--- src/rtl/casc_ctr_pkg.sv ---
package casc_ctr_pkg;
  typedef enum logic [1:0] {
    OP_HOLD  = 2'd0,
    OP_COUNT = 2'd1,
    OP_LOAD  = 2'd2
  } ctr_op_e;
endpackage

--- src/rtl/ctr_rst_sync.sv ---
module ctr_rst_sync #(
  parameter int STAGES = 2
) (
  input  logic clk,
  input  logic arst_n,
  output logic rst_n_out
);
  localparam int LAST = STAGES - 1;

  logic [LAST:0] sync_q;

  generate
    if (STAGES == 1) begin : g_single
      always_ff @(posedge clk or negedge arst_n) begin
        if (!arst_n) sync_q <= '0;
        else         sync_q <= 1'b1;
      end
    end else begin : g_chain
      always_ff @(posedge clk or negedge arst_n) begin
        if (!arst_n) sync_q <= '0;
        else         sync_q <= {sync_q[LAST-1:0], 1'b1};
      end
    end
  endgenerate

  assign rst_n_out = sync_q[LAST];
endmodule

--- src/rtl/ctr_next_state.sv ---
module ctr_next_state
  import casc_ctr_pkg::*;
#(
  parameter int WIDTH = 4
) (
  input  logic [WIDTH-1:0] count_q,
  input  logic             load_n,
  input  logic [WIDTH-1:0] din,
  input  logic             cnt_en,
  input  logic             chain_en,
  output ctr_op_e          op,
  output logic [WIDTH-1:0] count_d
);
  always_comb begin
    if (!load_n)                  op = OP_LOAD;
    else if (cnt_en && chain_en)  op = OP_COUNT;
    else                          op = OP_HOLD;
  end

  always_comb begin
    unique case (op)
      OP_LOAD:  count_d = din;
      OP_COUNT: count_d = count_q + WIDTH'(1);
      default:  count_d = count_q;
    endcase
  end
endmodule

--- src/rtl/ctr_term_detect.sv ---
module ctr_term_detect #(
  parameter int WIDTH = 4
) (
  input  logic [WIDTH-1:0] count_q,
  input  logic             chain_en,
  output logic             carry
);
  logic [WIDTH:0] all_ones;

  assign all_ones[0] = 1'b1;
  generate
    for (genvar b = 0; b < WIDTH; b++) begin : g_and
      assign all_ones[b+1] = all_ones[b] & count_q[b];
    end
  endgenerate

  assign carry = all_ones[WIDTH] & chain_en;
endmodule

--- src/rtl/casc_counter4.sv ---
module casc_counter4
  import casc_ctr_pkg::*;
#(
  parameter int WIDTH       = 4,
  parameter int SYNC_STAGES = 2
) (
  input  logic             clk,
  input  logic             clear_n,
  input  logic             load_n,
  input  logic [WIDTH-1:0] din,
  input  logic             cnt_en,
  input  logic             chain_en,
  output logic [WIDTH-1:0] count,
  output logic             carry_out
);
  localparam logic [WIDTH-1:0] MAX_VAL = {WIDTH{1'b1}};

  logic             rst_n_int;
  ctr_op_e          op;
  logic [WIDTH-1:0] count_d;
  logic [WIDTH-1:0] count_q;
  logic             upd_en;

  ctr_rst_sync #(.STAGES(SYNC_STAGES)) u_rst_sync (
    .clk       (clk),
    .arst_n    (clear_n),
    .rst_n_out (rst_n_int)
  );

  ctr_next_state #(.WIDTH(WIDTH)) u_next (
    .count_q  (count_q),
    .load_n   (load_n),
    .din      (din),
    .cnt_en   (cnt_en),
    .chain_en (chain_en),
    .op       (op),
    .count_d  (count_d)
  );

  assign upd_en = (op != OP_HOLD);

  always_ff @(posedge clk or negedge rst_n_int) begin
    if (!rst_n_int)  count_q <= '0;
    else if (upd_en) count_q <= count_d;
  end

  ctr_term_detect #(.WIDTH(WIDTH)) u_term (
    .count_q  (count_q),
    .chain_en (chain_en),
    .carry    (carry_out)
  );

  assign count = count_q;


  load_takes_din_chk: assert property (@(posedge clk) disable iff (!rst_n_int)
    !load_n |=> count == $past(din));


  count_step_chk: assert property (@(posedge clk) disable iff (!rst_n_int)
    (load_n && cnt_en && chain_en) |=> count == $past(count) + WIDTH'(1));


  hold_value_chk: assert property (@(posedge clk) disable iff (!rst_n_int)
    (load_n && !(cnt_en && chain_en)) |=> $stable(count));


  wrap_zero_chk: assert property (@(posedge clk) disable iff (!rst_n_int)
    (carry_out && load_n && cnt_en) |=> count == '0);


  load_max_carry_chk: assert property (@(posedge clk) disable iff (!rst_n_int)
    (!load_n && din == MAX_VAL) |=> (carry_out == chain_en));
endmodule

--- config.mk ---
export PLATFORM = sky130hd
export DESIGN_NAME = casc_counter4
export DESIGN_NICKNAME = d
export VERILOG_FILES = /design/src/rtl/casc_ctr_pkg.sv /design/src/rtl/ctr_rst_sync.sv /design/src/rtl/ctr_next_state.sv /design/src/rtl/ctr_term_detect.sv /design/src/rtl/casc_counter4.sv
export SDC_FILE = /design/constraint.sdc
export NUM_CORES = 1
export LEC_CHECK = 0
export ABC_CLOCK_PERIOD_IN_PS = 1000
export BUFFER_PORTS_ARGS = -buffer_cell sky130_fd_sc_hd__buf_4
export CORE_AREA = 2 2 39 41
export CTS_CLUSTER_DIAMETER = 80
export DETAILED_ROUTE_END_ITERATION = 8
export DIE_AREA = 0 0 41 43
export PLACE_DENSITY = 0.51
export SKIP_CTS_REPAIR_TIMING = 1
export SYNTH_ARGS = -nofsm -noshare
export SYNTH_HDL_FRONTEND = slang
export SYNTH_SLANG_ARGS = --single-unit
--- constraint.sdc ---
create_clock -name clk -period 1 [get_ports clk]
set_input_delay 0.1 -clock clk [delete_from_list [all_inputs] [get_ports clk]]
set_output_delay 0.1 -clock clk [all_outputs]
set_load 0.01 [all_outputs]
==> impl_metrics.xml, run 1 <==
<?xml version="1.0" encoding="UTF-8"?>
<metrics>
  <group name="run_status">
    <metric name="run_status" unit="">complete, but fails checks</metric>
    <metric name="failed_checks" unit="">negative setup slack</metric>
  </group>
  <group name="grt">
    <metric name="global_route.peak_usage_layer" unit="">met2</metric>
    <metric name="grtUsageMet1" unit="%">6.29</metric>
    <metric name="first_global_vias" unit="">236</metric>
    <metric name="grt_first_pass_wirelength" unit="um">841</metric>
    <metric name="globalRouteTotalUtil" unit="%">7.70</metric>
    <metric name="antenna_violations_before_repair" unit="">0</metric>
    <metric name="grtUsageMet3" unit="%">3.14</metric>
    <metric name="grt_overflow" unit="">0</metric>
    <metric name="grt_use_met2" unit="%">12.2</metric>
    <metric name="grt_start_max_net_pins" unit="">9</metric>
  </group>
  <group name="layout">
    <metric name="syn_to_final_growth" unit="%">88.7</metric>
    <metric name="layout_commonest_cell" unit="">buf_4</metric>
    <metric name="utilization" unit="%">37.9</metric>
    <metric name="seqCellArea" unit="um^2">151</metric>
    <metric name="multi_input_area" unit="um^2">148</metric>
    <metric name="finalNetCount" unit="">62</metric>
    <metric name="num_antenna_cells" unit="">0</metric>
    <metric name="fillerInstances" unit="">146</metric>
    <metric name="layout_common_cells" unit="">buf_4, buf_6, dfrtp_1, nor2_1</metric>
    <metric name="drive_above_1_share" unit="%">59.2</metric>
  </group>
  <group name="yosys">
    <metric name="synth_seq_cells" unit="">6</metric>
    <metric name="syn-num-nets" unit="">37</metric>
    <metric name="synth.distinct_cells" unit="">14</metric>
    <metric name="syn-cell-area" unit="um^2">278</metric>
    <metric name="synth.yosys.seq_area_share" unit="%">54.1</metric>
    <metric name="postSynthCellCount" unit="">26</metric>
    <metric name="synthesis.area_per_instance" unit="um^2">10.7</metric>
    <metric name="synth_warnings" unit="">0</metric>
  </group>
  <group name="place">
    <metric name="detailed_place_hpwl" unit="um">469</metric>
    <metric name="place.gp.congestion" unit="">0.579</metric>
    <metric name="port_buffers" unit="">13</metric>
  </group>
  <group name="drt">
    <metric name="vias" unit="">267</metric>
    <metric name="wirelength" unit="um">621</metric>
    <metric name="initialDrtViolationCount" unit="">0</metric>
    <metric name="drtPass1Iterations" unit="">1</metric>
    <metric name="vias_per_cell" unit="">4.11</metric>
    <metric name="drtAntennaViolNets" unit="">0</metric>
    <metric name="post-route-drc-count" unit="">0</metric>
    <metric name="wire_per_inst" unit="um">9.55</metric>
  </group>
  <group name="clock_tree">
    <metric name="numClockSinks" unit="">6</metric>
    <metric name="insertion_delay" unit="ns">0.24</metric>
    <metric name="cts.clk_slew.worst_paths" unit="ns">0.04</metric>
    <metric name="level_count_of_the_clock_h_tree" unit="">1</metric>
    <metric name="numCtsBuffers" unit="">3</metric>
    <metric name="root_buffer" unit="">clkbuf_4</metric>
    <metric name="cts-root-to-sink-buffers" unit="">2</metric>
    <metric name="cts_tree" unit="">yes</metric>
  </group>
  <group name="sta">
    <metric name="rsz0062_at_grt" unit="">yes</metric>
    <metric name="period_needed" unit="ns">1.34</metric>
    <metric name="clock_skew" unit="ns">0.000256</metric>
    <metric name="finalHoldViolCount" unit="">0</metric>
    <metric name="max_slew_vio_count" unit="">0</metric>
    <metric name="post-route-worst-setup-slack" unit="ns">-0.340</metric>
    <metric name="timing.final.setup_violations" unit="">5</metric>
    <metric name="timing.final.crit_share" unit="%">134</metric>
    <metric name="max_freq" unit="GHz">0.746</metric>
    <metric name="timing.hold.ws" unit="ns">0.0601</metric>
  </group>
  <group name="floorplan">
    <metric name="num_io_pins" unit="">14</metric>
    <metric name="dieArea" unit="um^2">1760</metric>
    <metric name="floorplan.die.width" unit="um">41</metric>
    <metric name="initial_core_util" unit="%">20.1</metric>
    <metric name="fp-row-count" unit="">14</metric>
    <metric name="die_y" unit="um">43</metric>
    <metric name="core_area" unit="um^2">1380</metric>
  </group>
  <group name="critical_path">
    <metric name="startpoint" unit="">count[0]</metric>
    <metric name="worst_r2r_startpoint" unit="">count[0]</metric>
    <metric name="timing.critical_path.cells" unit="">ha_2 -&gt; ha_4 -&gt; and3_4 -&gt; buf_6</metric>
    <metric name="crit_required" unit="ns">0.90</metric>
    <metric name="timing.critical_path.slowest_cell_delay" unit="ns">0.40</metric>
    <metric name="worstSetupPathType" unit="">flip-flop to primary output</metric>
    <metric name="critical_path_peak_fanout" unit="">3</metric>
    <metric name="cp_slowest_cell" unit="">dfrtp_1</metric>
    <metric name="worst_setup_path_start_kind" unit="">flip-flop</metric>
    <metric name="crit_path_end_kind" unit="">primary output</metric>
    <metric name="worst_ep_arrival_time" unit="ns">1.24</metric>
  </group>
  <group name="pwr">
    <metric name="cellLeakagePower" unit="uW">0.000249</metric>
    <metric name="powerDensity" unit="nW/um^2">1390</metric>
    <metric name="ir_drop" unit="uV">560</metric>
    <metric name="report.power.total" unit="uW">729</metric>
  </group>
  <group name="min_path">
    <metric name="holdCritPathClass" unit="">flip-flop to async pin</metric>
  </group>
  <group name="flow_run">
    <metric name="number_of_maximum_capacitance_violations" unit="">0</metric>
  </group>
</metrics>
cells in the mapped netlist:
library cell	instances	area, um^2
mux2i_1	2	20.0
nand3_1	1	5.00
a21oi_1	3	15.0
nand2_2	1	6.26
and3_2	1	7.51
conb_1	1	3.75
ha_1	2	25.0
clkbuf_1	1	3.75
a31oi_1	1	6.26
xor2_1	1	8.76
nor2_1	4	15.0
o21ai_0	1	5.00
dfrtp_1	6	150
or3_1	1	6.26
metrics by stage:
step	std cells	setup slack (ns)	cell area (um^2)	setup TNS, ns
4_1_cts	62	-0.389	470	-0.700
2_1_floorplan	26	-0.129	297	-0.263
6_report	65	-0.340	524	-0.595
5_1_grt	65	-0.385	524	-0.907
3_5_place_dp	59	-0.127	448	-0.308
3_3_place_gp	59	-0.118	448	-0.304
state kept, by name, summed over array words and instances, names as in the netlist:
register           flops
u_rst_sync.sync_q      2
count                  4
power by group:
group / total (uW) / internal (uW) / switching (uW)
logic: 218 / 140 / 78.2
clock network: 218 / 135 / 82.8
registers: 293 / 268 / 24.6
total: 729 / 544 / 186
area by class of cell:
type	count	share of cell area (%)
Tap cell	16	3.82
Sequential cell	6	28.9
Clock buffer	3	4.30
Multi-Input combinational cell	19	28.2
Timing Repair Buffer	21	34.8
critical path, delay by kind of cell (launching register included):
kind | cells | cell delay (ns)
simple gates | 1 | 0.14
buf+inv | 1 | 0.11
flops | 1 | 0.40
fa+ha+maj | 2 | 0.36
metal layers:
layer / part of all wire, % / wire (um) / up-vias
li1: - / - / 134
met1: 33 / 202 / 124
met2: 60 / 371 / 9
met5: 0 / 0 / -
met3: 7.6 / 47 / 0
met4: 0 / 0 / 0
path summary, 6_finish.rpt:
kind                                             end  slack (ns)  depth (start not counted)
worst min-delay path                        count[1]        0.06                          0
min in group clk                            count[2]        0.09                          2
max in group asynchronous       u_rst_sync.sync_q[0]        0.73                          2
worst max-delay path                       carry_out       -0.34                          4
worst max register to register              count[3]       -0.11                          4
worst min register to register              count[1]        0.06                          0
cells by family after synthesis:
kind of cell               Yosys count  share of synthesized area, %
muxes                                2                          7.21
xor gates and xnor gates             1                          3.15
buffers and inverters                1                          1.35
DFF                                  6                          54.1
AOI/OAI and AO/OA                    5                          9.46
and+or+nand+nor                      8                          14.4
adders and majority gates            2                          9.01
other                                1                          1.35
Note: power is estimated with default switching activity, not from simulation.
==> run 2: changes to the inputs <==
--- a/config.mk
+++ b/config.mk
@@ -16,3 +16,4 @@
 export SYNTH_ARGS = -nofsm -noshare
 export SYNTH_HDL_FRONTEND = slang
 export SYNTH_SLANG_ARGS = --single-unit
+export TNS_END_PERCENT = 30
==> run 2 against run 1 <==
  * Maximum frequency up 0.30%
  * Worst hold slack lost 0.0065 ns
  * Cell count fell by 4.6%
  * Total power down 4.8%
  * Non-clock buffer count shrank 3
  * Utilization down 2.5 points
  * Flip-flop and latch count is the same
  * Clock skew grew 0.0020 ns
  * Clock-buffer cell count stayed put
  * Critical endpoint unchanged
  * Sequential power about the same
  * The flow still finishes with violations (negative setup slack)
==> impl_metrics.xml, run 2 (synthesis results as in run 1) <==
<?xml version="1.0" encoding="UTF-8"?>
<metrics>
  <group name="run_status">
    <metric name="run_status" unit="">complete, but fails checks</metric>
    <metric name="failed_checks" unit="">negative setup slack</metric>
  </group>
  <group name="pwr">
    <metric name="powerDensity" unit="nW/um^2">1420</metric>
    <metric name="report.power.total" unit="uW">694</metric>
    <metric name="combPwrFrac" unit="%">26.8</metric>
    <metric name="cell_internal_pwr" unit="uW">520</metric>
    <metric name="cellLeakagePower" unit="uW">0.000231</metric>
    <metric name="power_switching" unit="uW">175</metric>
    <metric name="power.switching_fraction" unit="%">25.2</metric>
    <metric name="ir_drop" unit="uV">697</metric>
    <metric name="clockPowerShare" unit="%">31.2</metric>
    <metric name="seqPwrFrac" unit="%">42.0</metric>
  </group>
  <group name="drt">
    <metric name="wire_per_inst" unit="um">9.08</metric>
    <metric name="initialDrtViolationCount" unit="">1</metric>
    <metric name="wirelength" unit="um">563</metric>
    <metric name="post-route-drc-count" unit="">0</metric>
    <metric name="drtPass1Iterations" unit="">3</metric>
    <metric name="vias_per_cell" unit="">4.05</metric>
    <metric name="vias" unit="">251</metric>
    <metric name="drtAntennaViolNets" unit="">0</metric>
  </group>
  <group name="place">
    <metric name="detailed_place_hpwl" unit="um">486</metric>
    <metric name="port_buffers" unit="">13</metric>
    <metric name="place.gp.congestion" unit="">0.600</metric>
  </group>
  <group name="layout">
    <metric name="layout_commonest_cell" unit="">buf_4</metric>
    <metric name="layout_common_cells" unit="">buf_4, dfrtp_1, nor2_1, buf_6</metric>
    <metric name="fillerInstances" unit="">150</metric>
    <metric name="utilization" unit="%">35.4</metric>
    <metric name="num_antenna_cells" unit="">0</metric>
    <metric name="finalNetCount" unit="">59</metric>
    <metric name="drive_above_1_share" unit="%">54.3</metric>
    <metric name="largest_reg_flops" unit="">4</metric>
    <metric name="syn_to_final_growth" unit="%">76.1</metric>
  </group>
  <group name="clock_tree">
    <metric name="cts.clk_slew.worst_paths" unit="ns">0.05</metric>
    <metric name="numClockSinks" unit="">6</metric>
    <metric name="root_buffer" unit="">clkbuf_4</metric>
    <metric name="insertion_delay" unit="ns">0.24</metric>
    <metric name="cts-root-to-sink-buffers" unit="">2</metric>
    <metric name="numCtsBuffers" unit="">3</metric>
    <metric name="cts_tree" unit="">yes</metric>
    <metric name="level_count_of_the_clock_h_tree" unit="">1</metric>
  </group>
  <group name="critical_path">
    <metric name="crit_required" unit="ns">0.90</metric>
    <metric name="crit_path_end_kind" unit="">primary output</metric>
    <metric name="worst-r2r-setup-slack" unit="ns">-0.11</metric>
    <metric name="timing.rr.end" unit="">count[2]</metric>
    <metric name="worst_ep_arrival_time" unit="ns">1.24</metric>
    <metric name="worst_setup_path_start_kind" unit="">flip-flop</metric>
    <metric name="startpoint" unit="">count[0]</metric>
    <metric name="worst_reg_to_reg_path_cell_count" unit="">4</metric>
    <metric name="critical_path_peak_fanout" unit="">3</metric>
    <metric name="worstSetupPathType" unit="">flip-flop to primary output</metric>
    <metric name="worst_r2r_startpoint" unit="">count[0]</metric>
    <metric name="crit_path_end" unit="">carry_out</metric>
  </group>
  <group name="sta">
    <metric name="rsz0062_at_grt" unit="">yes</metric>
    <metric name="timing.final.crit_share" unit="%">134</metric>
    <metric name="post-route-worst-setup-slack" unit="ns">-0.336</metric>
    <metric name="finalHoldViolCount" unit="">0</metric>
    <metric name="clock_skew" unit="ns">0.00221</metric>
    <metric name="timing.final.setup_violations" unit="">4</metric>
    <metric name="period_needed" unit="ns">1.34</metric>
    <metric name="max_freq" unit="GHz">0.748</metric>
    <metric name="max_slew_vio_count" unit="">0</metric>
  </group>
  <group name="floorplan">
    <metric name="dieArea" unit="um^2">1760</metric>
    <metric name="die_y" unit="um">43</metric>
    <metric name="floorplan.die.width" unit="um">41</metric>
    <metric name="num_io_pins" unit="">14</metric>
    <metric name="core_area" unit="um^2">1380</metric>
    <metric name="fp-row-count" unit="">14</metric>
    <metric name="initial_core_util" unit="%">20.1</metric>
  </group>
  <group name="grt">
    <metric name="grt_start_max_net_pins" unit="">9</metric>
    <metric name="grt_first_pass_wirelength" unit="um">972</metric>
    <metric name="antenna_violations_before_repair" unit="">0</metric>
    <metric name="first_global_vias" unit="">265</metric>
    <metric name="globalRouteTotalUtil" unit="%">8.50</metric>
    <metric name="grt_overflow" unit="">0</metric>
  </group>
  <group name="min_path">
    <metric name="holdCritPathClass" unit="">flip-flop to async pin</metric>
  </group>
  <group name="flow_run">
    <metric name="number_of_maximum_capacitance_violations" unit="">0</metric>
  </group>
</metrics>
## run 2: cell count changes in the layout (fill, tap and decap cells not counted)
| cell | previous run | this run |
|---|---|---|
| buf_4 | 14 | 13 |
| nand3_2 | 1 | 0 |
| nand3_1 | 0 | 1 |
| buf_6 | 6 | 4 |
## run 2: per-stage QoR
stage	setup TNS (ns)	cells	area (um^2)	hold slack [ns]	setup WS (ns)
after floorplan	-0.301	26	293	-0.196	-0.129
after global placement	-0.395	58	437	-0.117	-0.144
after detailed placement	-0.419	58	437	-0.116	-0.163
after CTS	-0.775	61	459	-0.373	-0.429
after global routing	-0.844	62	489	0.0748	-0.389
final	-0.518	62	489	0.0536	-0.336
## run 2: how the worst min path moves through the flow
stage | to | slack (ns)
after floorplan | u_rst_sync.sync_q[0] | -0.20
after global placement | u_rst_sync.sync_q[0] | -0.12
after detailed placement | u_rst_sync.sync_q[0] | -0.12
after CTS | u_rst_sync.sync_q[0] | -0.37
after global routing | count[0] | 0.07
final | count[0] | 0.05
## run 2: layer usage
| metal | share of wire (%) | global-route usage (%) | vias up |
|---|---|---|---|
| met2 | 51 | 14.4 | 10 |
| met1 | 40 | 7.59 | 110 |
| met3 | 8.5 | 3.14 | 0 |
| li1 | - | - | 131 |
| met5 | 0 | 0 | - |
| met4 | 0 | 6.00 | 0 |
## run 2: critical path: stages (launching register included)
cell     delay [ns]
dfrtp_1        0.39
ha_2           0.21
ha_4           0.15
and3_4         0.14
buf_6          0.11
## run 2: power groups by stage
stage | Combinational [uW] | Clock, uW | Sequential (uW)
6_report | 186 | 217 | 291
5_1_grt | 217 | 243 | 296
4_1_cts | 174 | 229 | 290
3_5_place_dp | 173 | 0 | 294
3_3_place_gp | 171 | 0 | 293
2_1_floorplan | 62.7 | 0 | 303
## run 2: layout make-up
class / instances / area (um^2) / share of cell area (%)
clock buffers: 3 / 22.5 / 4.60
flip-flops and latches: 6 / 151 / 30.9
multi-input cells: 19 / 143 / 29.2
well taps: 16 / 20.0 / 4.09
repair buffers: 18 / 153 / 31.2
